## config.mk

```make
export PLATFORM = sky130hd
export DESIGN_NAME = dme_line_encoder
export DESIGN_NICKNAME = d
export VERILOG_FILES = /design/src/rtl/dme_enc_pkg.sv /design/src/rtl/dme_slot_ctr.sv /design/src/rtl/dme_data_path.sv /design/src/rtl/dme_test_gen.sv /design/src/rtl/dme_line_encoder.sv
export SDC_FILE = /design/constraint.sdc
export NUM_CORES = 1
export LEC_CHECK = 0
export BUFFER_PORTS_ARGS = -buffer_cell sky130_fd_sc_hd__buf_2
export CORE_ASPECT_RATIO = 0.9
export CORE_MARGIN = 3
export CORE_UTILIZATION = 53
export DETAILED_ROUTE_END_ITERATION = 6
export PLACE_DENSITY = 0.87
export SETUP_SLACK_MARGIN = 0.2
export SYNTH_ARGS = -nofsm -noshare
export SYNTH_HDL_FRONTEND = slang
export SYNTH_HIERARCHICAL = 1
export SYNTH_SLANG_ARGS = --single-unit
```

## constraint.sdc

```tcl
create_clock -name clk -period 1.83 [get_ports clk]
set_input_delay 0.0915 -clock clk [delete_from_list [all_inputs] [get_ports clk]]
set_output_delay 0.0915 -clock clk [all_outputs]
set_load 0.01 [all_outputs]
```

## src/rtl/dme_enc_pkg.sv

```systemverilog
package dme_enc_pkg;

  typedef enum logic [1:0] {
    LVL_IDLE = 2'b00,
    LVL_POS  = 2'b01,
    LVL_NEG  = 2'b10
  } lvl_e;

  typedef enum logic [1:0] {
    TM_OFF   = 2'b00,
    TM_ALT   = 2'b01,
    TM_BLOCK = 2'b10,
    TM_PRBS  = 2'b11
  } tmode_e;

  // Next level after a transition; leaving idle always starts positive.
  function automatic lvl_e lvl_flip(input lvl_e cur);
    case (cur)
      LVL_POS: return LVL_NEG;
      LVL_NEG: return LVL_POS;
      default: return LVL_POS;
    endcase
  endfunction

  function automatic lvl_e lvl_of_bit(input logic b);
    return b ? LVL_POS : LVL_NEG;
  endfunction

endpackage

```

## src/rtl/dme_slot_ctr.sv

```systemverilog
module dme_slot_ctr #(
  parameter int SYM_W  = 5,
  localparam int SLOTS  = 2 * SYM_W,
  localparam int SLOT_W = $clog2(SLOTS),
  localparam int BIT_W  = $clog2(SYM_W)
) (
  input  logic             clk,
  input  logic             rst_n,
  input  logic             tick,
  input  logic             run,
  output logic             load_w,
  output logic             bit_start_w,
  output logic             mid_w,
  output logic [BIT_W-1:0] bit_idx
);

  logic [SLOT_W-1:0] slot_q;

  always_ff @(posedge clk or negedge rst_n) begin
    if (!rst_n) begin
      slot_q <= '0;
    end else if (!run) begin
      slot_q <= '0;
    end else if (tick) begin
      slot_q <= (slot_q == SLOT_W'(SLOTS - 1)) ? '0 : slot_q + 1'b1;
    end
  end

  assign load_w      = run && tick && (slot_q == '0);
  assign bit_start_w = run && tick && !slot_q[0];
  assign mid_w       = run && tick && slot_q[0];
  assign bit_idx     = BIT_W'(slot_q >> 1);

endmodule

```

## src/rtl/dme_data_path.sv

```systemverilog
module dme_data_path
  import dme_enc_pkg::*;
#(
  parameter int SYM_W = 5,
  localparam int BIT_W = $clog2(SYM_W)
) (
  input  logic             clk,
  input  logic             rst_n,
  input  logic             run,
  input  logic             load_w,
  input  logic             bit_start_w,
  input  logic             mid_w,
  input  logic [BIT_W-1:0] bit_idx,
  input  logic [SYM_W-1:0] sym_i,
  output lvl_e             lvl,
  output logic             mid_zero_w
);

  logic [SYM_W-1:0] sym_q;
  logic             silent_q;
  logic             cur_bit;

  function automatic logic is_silence(input logic [SYM_W-1:0] s);
    return &s;
  endfunction

  assign cur_bit    = sym_q[bit_idx];
  assign mid_zero_w = mid_w && !silent_q && !cur_bit;

  always_ff @(posedge clk or negedge rst_n) begin
    if (!rst_n) begin
      sym_q    <= '1;
      silent_q <= 1'b1;
      lvl      <= LVL_IDLE;
    end else if (!run) begin
      silent_q <= 1'b1;
      lvl      <= LVL_IDLE;
    end else if (load_w) begin
      sym_q <= sym_i;
      if (is_silence(sym_i)) begin
        silent_q <= 1'b1;
        lvl      <= LVL_IDLE;
      end else begin
        silent_q <= 1'b0;
        lvl      <= lvl_flip(lvl);
      end
    end else if (bit_start_w) begin
      if (!silent_q) lvl <= lvl_flip(lvl);
    end else if (mid_w) begin
      if (!silent_q && cur_bit) lvl <= lvl_flip(lvl);
    end
  end

endmodule

```

## src/rtl/dme_test_gen.sv

```systemverilog
module dme_test_gen
  import dme_enc_pkg::*;
#(
  parameter int          BLOCK_LEN = 10,
  parameter int          PRBS_W    = 15,
  parameter int          PRBS_TAP  = 14,
  parameter logic [14:0] PRBS_SEED = 15'h0001,
  localparam int         CNT_W     = $clog2(2 * BLOCK_LEN)
) (
  input  logic clk,
  input  logic rst_n,
  input  logic tick,
  input  logic [1:0] tsel,
  output lvl_e lvl
);

  logic             phase_q;
  logic [CNT_W-1:0] cnt_q;
  logic [PRBS_W-1:0] prbs_q;

  function automatic logic [PRBS_W-1:0] prbs_step(input logic [PRBS_W-1:0] s);
    return {s[PRBS_W-2:0], s[PRBS_W-1] ^ s[PRBS_TAP-1]};
  endfunction

  always_ff @(posedge clk or negedge rst_n) begin
    if (!rst_n) begin
      lvl     <= LVL_IDLE;
      phase_q <= 1'b0;
      cnt_q   <= '0;
      prbs_q  <= PRBS_W'(PRBS_SEED);
    end else begin
      if (tsel != TM_ALT)   phase_q <= 1'b0;
      if (tsel != TM_BLOCK) cnt_q   <= '0;
      if (tsel == TM_OFF) begin
        lvl <= LVL_IDLE;
      end else if (tick) begin
        case (tsel)
          TM_ALT: begin
            lvl     <= phase_q ? LVL_NEG : LVL_POS;
            phase_q <= ~phase_q;
          end
          TM_BLOCK: begin
            lvl   <= (cnt_q < CNT_W'(BLOCK_LEN)) ? LVL_POS : LVL_NEG;
            cnt_q <= (cnt_q == CNT_W'(2 * BLOCK_LEN - 1)) ? '0 : cnt_q + 1'b1;
          end
          default: begin
            lvl    <= lvl_of_bit(prbs_q[PRBS_W-1]);
            prbs_q <= prbs_step(prbs_q);
          end
        endcase
      end
    end
  end

endmodule

```

## src/rtl/dme_line_encoder.sv

```systemverilog
module dme_line_encoder
  import dme_enc_pkg::*;
#(
  parameter int          SYM_W     = 5,
  parameter int          BLOCK_LEN = 10,
  parameter int          PRBS_W    = 15,
  parameter int          PRBS_TAP  = 14,
  parameter logic [14:0] PRBS_SEED = 15'h0001,
  localparam int         BIT_W     = $clog2(SYM_W)
) (
  input  logic             clk,
  input  logic             rst_n,
  input  logic             half_tick_i,
  input  logic [SYM_W-1:0] sym_i,
  input  logic             mdrop_i,
  input  logic [1:0]       tsel_i,
  output logic [1:0]       lvl_o,
  output logic             drv_en_o,
  output logic             sym_load_o
);

  logic             run_w;
  logic             load_w;
  logic             bit_start_w;
  logic             mid_w;
  logic             mid_zero_w;
  logic [BIT_W-1:0] bit_idx;
  lvl_e             dp_lvl;
  lvl_e             tg_lvl;
  lvl_e             sel_lvl;

  assign run_w = (tsel_i == TM_OFF);

  dme_slot_ctr #(.SYM_W(SYM_W)) slot_i (
    .clk(clk), .rst_n(rst_n), .tick(half_tick_i), .run(run_w),
    .load_w(load_w), .bit_start_w(bit_start_w), .mid_w(mid_w), .bit_idx(bit_idx)
  );

  dme_data_path #(.SYM_W(SYM_W)) data_i (
    .clk(clk), .rst_n(rst_n), .run(run_w), .load_w(load_w),
    .bit_start_w(bit_start_w), .mid_w(mid_w), .bit_idx(bit_idx),
    .sym_i(sym_i), .lvl(dp_lvl), .mid_zero_w(mid_zero_w)
  );

  dme_test_gen #(
    .BLOCK_LEN(BLOCK_LEN), .PRBS_W(PRBS_W), .PRBS_TAP(PRBS_TAP), .PRBS_SEED(PRBS_SEED)
  ) test_i (
    .clk(clk), .rst_n(rst_n), .tick(half_tick_i), .tsel(tsel_i), .lvl(tg_lvl)
  );

  assign sel_lvl    = run_w ? dp_lvl : tg_lvl;
  assign lvl_o      = sel_lvl;
  assign drv_en_o   = !((sel_lvl == LVL_IDLE) && mdrop_i);
  assign sym_load_o = load_w;

endmodule

```

* After elaboration in Yosys (flattened, before gate mapping)
Cells that the tools add are included.
Word-level totals: flip-flop bits (word level) 35, bits of input ports 11, output and inout port bits 4
Cells by class: equality and inequality tests 12, bitwise gates (word level) 4, add/sub/neg operators 2, multiplexer cells 32, reduce and logical (&&, ||, !) cells 18, magnitude comparators 2
Operator list (count):
- two-way mux 2 bit | 14
- two-way mux 5 bit | 5
- two-way mux 4 bit | 3
- inequality test 4 bit (second input constant) | 3
- two-way mux 1 bit | 8
- logical AND 1 bit | 6
- inequality test 2 bit (second input constant) | 3
- AND reduction 3 bit | 2
- adder 5 x 1 -> 5 bit (second input constant) | 1
- equality test 5 bit (second input constant) | 1
- < comparator 5 x 4 -> 1 bit (second input constant) | 1
- AND reduction 5 bit | 1
- adder 4 x 1 -> 4 bit (second input constant) | 1
- equality test 2 x 1 -> 1 bit (second input constant) | 2
- equality test 4 bit (second input constant) | 1
- zero test 2 bit | 2
- zero test 4 bit | 1
- < comparator 3 x 4 -> 1 bit (second input constant) | 1
- case mux 2 bit (2 select lines) | 1
- binary-select mux 1 bit (select 3 bit) | 1
- zero test 1 bit | 3
- NOT 1 bit | 3
- equality test 2 bit (second input constant) | 1
- inequality test 2 x 1 -> 1 bit (second input constant) | 1
- 4 further kinds | 4

* Depth between registers and ports, before layout
depth in word-level cells 8, depth in mapped cells 8, depth with buffers taken out 8

* By module
The synthesis kept the hierarchy.
By module, submodules not included:
- dme_test_gen | sequential area each 576.8 um^2, area each 1097.3 um^2, times used 1, cells each 89
- dme_data_path | sequential area each 207.7 um^2, area each 456.7 um^2, times used 1, cells each 39
- dme_slot_ctr | sequential area each 100.1 um^2, area each 294.0 um^2, times used 1, cells each 34
- dme_line_encoder | sequential area each 0.0 um^2, area each 57.6 um^2, times used 1, cells each 6

* Worst setup path after synthesis
OpenSTA, ideal clock, no wires.
path type register to register, start point reg slot_i.slot_q[0], end point reg data_i.lvl[0], slack -0.419 ns, arrival 2.162 ns, cell stages (with the launch flop) 9, data required time 1.743 ns, period minus slack after synthesis 2.249 ns, cells stage by stage dfrtp_1 inv_1 ha_1 nor4b_1 nand2b_1 o211a_1 o311ai_0 nor2b_1 a211oi_2
Between the ends: elaborated cells on any way between the ends 12, those cells by class eq/ne (3); mux (3); reduce/logical (6)
RTL lines:
- start, declared | RTL line dme_slot_ctr.sv:17 | logic [SLOT_W-1:0] slot_q;
- start signal, assigned | RTL line dme_slot_ctr.sv:25 | slot_q <= (slot_q == SLOT_W'(SLOTS - 1)) ? '0 : slot_q + 1'b1;
- zero test 4 bit * | RTL line dme_slot_ctr.sv:29 | assign load_w = run && tick && (slot_q == '0);
- logical AND 1 bit * | RTL line dme_slot_ctr.sv:29
- net sym_load_o | RTL line dme_line_encoder.sv:19 | output logic sym_load_o
- inequality test 4 bit (no source line) / two-way mux 2 bit (equally long branches)
- AND reduction 3 bit (no source line) / two-way mux 2 bit (equally long branches)
- end signal, assigned | RTL line dme_data_path.sv:45 | lvl <= lvl_flip(lvl);
- end signal, assigned | RTL line dme_data_path.sv:48 | if (!silent_q) lvl <= lvl_flip(lvl);
- end signal, assigned | RTL line dme_data_path.sv:50 | if (!silent_q && cur_bit) lvl <= lvl_flip(lvl);
- end, declared | RTL line dme_data_path.sv:15 | output lvl_e lvl,
The timed path passes the listed nets; every way through them passes the cells marked *. A chain may end at the register's enable or synchronous reset.

* Worst setup path in the final report
start point reg slot_i.slot_q[1], end point reg data_i.lvl[0]
Between the ends: cells in the longest elaborated chain, start to end 5, elaborated cells on any way between the ends 11, those cells by class eq/ne (3); mux (4); reduce/logical (4)
RTL lines:
- binary-select mux 1 bit (select 3 bit) | RTL line dme_data_path.sv:27 | assign cur_bit = sym_q[bit_idx];
- two-way mux 1 bit (not written as such) | RTL line dme_data_path.sv:27
- logical AND 1 bit | RTL line dme_data_path.sv:50
- inequality test 4 bit (no source line)
- AND reduction 3 bit (no source line)
Parallel ways exist; a longest one is shown, timed or not. The select of a mux whose other input is x is not followed.

==> results.txt <==
CTS buffer count: 5
Sequential Power Share: 53.2%
Setup violators final: 1
Initial antenna violation count: 0
Die Y: 62.8 um
Vias in the first global route: 1489
GRT overflow: 0
Htree depth: 2
RePlAce Congestion: 0.770
Layout cells sized above 1: 38.6%
Critical Path Sink Type: register
# IOs: 15
First-pass GRT wire length: 6.78 mm
HPWL after DPL: 2.76 mm
Diode count: 0
Min Clock Period, post-route: 1.83 ns
Core ar.: 3230 um2
Failing checks: negative setup slack
Area growth, synth to finish: 18.4%
CP Data Arrival Time: 2.02 ns
CTS Root Buffer Type: clkbuf_8
TritonRoute pass-1 iters: 4
CTS Buffer Depth: 2
RSZ-0062 raised after global routing: yes
Max Clock Freq: 546 MHz
Pwr Density: 732 nW/um2
Most frequent cells in the layout: dfrtp_1 (28), mux2_2 (19), nand2_1 (15), buf_2 (13), buf_4 (11)
Syn nets: 186
Worst hold path class: input pin to register
Setup Skew: 0.00797 ns
Mean Syn Cell Area: 11.4 um2
Crit Path Class: register to register
Outcome: finished, violations left
P_sw: 416 uW
Peak supply drop: 0.573 mV
CTS tree: built
Cell internal pwr: 1230 uW
DR iter-0 viols: 107
Crit share post-route: 100%
Final hold vios: 0
Largest net degree at the start of global routing: 36
Total die area: 4340 um2
Tot GR Track Use: 19.4%
Pre-CTS setup slack: 0.0934 ns
Row count: 19
Cell area after synthesis: 1900 um2
Clock Pin Slew Worst Setup and Hold Paths: 0.07 ns
Via density per instance: 6.01
Top fanout value on the critical path: 5
Fin. max-slew vios: 0
Worst skew pair latency: 0.28 ns
IO buf count: 14
Combinational Power Share: 14.4%
Nets: 215
Die outline width: 69.1 um
Starting Density: 58.7%
Final wirelength: 4.13 mm
Post-layout total power: 1640 uW
Worst-Margin Slew: 0.755 ns
Yosys synthesis warning count: 6
Via count: 1436
Leakage power: 0.00102 uW
Final worst slack: -0.00249 ns
ANT nets after route: 0
Critical path launch point type: register
Rel. slew slack: 49.6%
Clk pwr share: 32.4%
Residual DRC count: 0
Net Sw Frac: 25.3%
Critical path data required time: 2.02 ns
Commonest non-fill, non-tap cell in the layout: dfrtp_1
Number of max-cap violations: 0
Synthesized netlist cell count: 167
Detailed-route wire length per cell: 17.3 um
CTS Sinks: 35
per-stage QoR:
| step | hold WS [ns] | area [um2] | utilization [%] | TNS [ns] | std cells |
|---|---|---|---|---|---|
| 2_1_floorplan | -0.204 | 1940 | - | 0 | 167 |
| 3_3_place_gp | 0.187 | 2060 | 63.8 | 0 | 224 |
| 5_1_grt | 0.0594 | 2250 | 69.5 | -0.0780 | 239 |
| 3_5_place_dp | 0.201 | 2060 | 63.8 | 0 | 224 |
| 6_report | 0.0553 | 2250 | 69.5 | -0.00249 | 239 |
| 4_1_cts | 0.0530 | 2200 | 68.1 | 0 | 237 |
sequential cells by signal, summed over array words and instances, names as in the netlist:
| signal | cells |
|---|---|
| test_i/lvl | 2 |
| test_i/cnt_q | 5 |
| test_i/phase_q | 1 |
| data_i/lvl | 2 |
| data_i/sym_q | 5 |
| test_i/prbs_q | 15 |
| data_i/silent_q | 1 |
| slot_i/slot_q | 4 |
power by group through the flow:
stage,clock network (uW),registers (uW),logic [uW]
2_1_floorplan,0,875,147
3_3_place_gp,0,880,202
3_5_place_dp,0,884,215
4_1_cts,543,871,225
5_1_grt,580,881,258
6_report,533,875,237
worst paths after layout:
| kind | from | end | slack [ns] | depth (start not counted) |
|---|---|---|---|---|
| max in group asynchronous | rst_n | test_i/prbs_q[5] | 0.93 | 2 |
| hold / removal | sym_i[0] | data_i/sym_q[0] | 0.06 | 2 |
| setup reg to reg | slot_i/slot_q[1] | data_i/lvl[0] | -0.002 | 8 |
| setup / recovery | slot_i/slot_q[1] | data_i/lvl[0] | -0.002 | 8 |
| hold reg to reg | test_i/prbs_q[0] | test_i/prbs_q[0] | 0.49 | 2 |
| min in group asynchronous | rst_n | slot_i/slot_q[2] | 0.41 | 2 |
what timing repair did:
item                                    CTS  global route
endpoints found under the hold margin    28             0
pin swaps                                 0             1
endpoints found under the setup margin    2             4
cloned                                    0             0
buffers inserted                          4             2
resized for setup                         2             6
hold buffers                              1             0
critical path: stages, from the launching register on:
cell and delay [ns]:
dfrtp_1 0.40, inv_2 0.09, ha_4 0.12, nor4b_4 0.28
nand2b_1 0.16, o211a_1 0.21, o311ai_4 0.11, nor2b_4 0.15
a211oi_2 0.20
routing by layer:
metal  global-route usage (%)  share of wire [%]  vias up
met5                        0                  0        -
met4                     7.56                1.9        0
met1                     23.6                 40      730
met3                     4.18                4.4       10
met2                     33.3                 53       41
li1                         -                  -      655
area by class of cell:
type | instances | area [um2]
Sequential cell | 35 | 885
Tap cell | 42 | 52.6
Multi-Input combinational cell | 119 | 1010
Fill cell | 247 | 986
Inverter | 8 | 30.0
Timing Repair Buffer | 27 | 180
Clock inverter | 2 | 12.5
Clock buffer | 6 | 72.6
(Power assumes the default switching activity.)
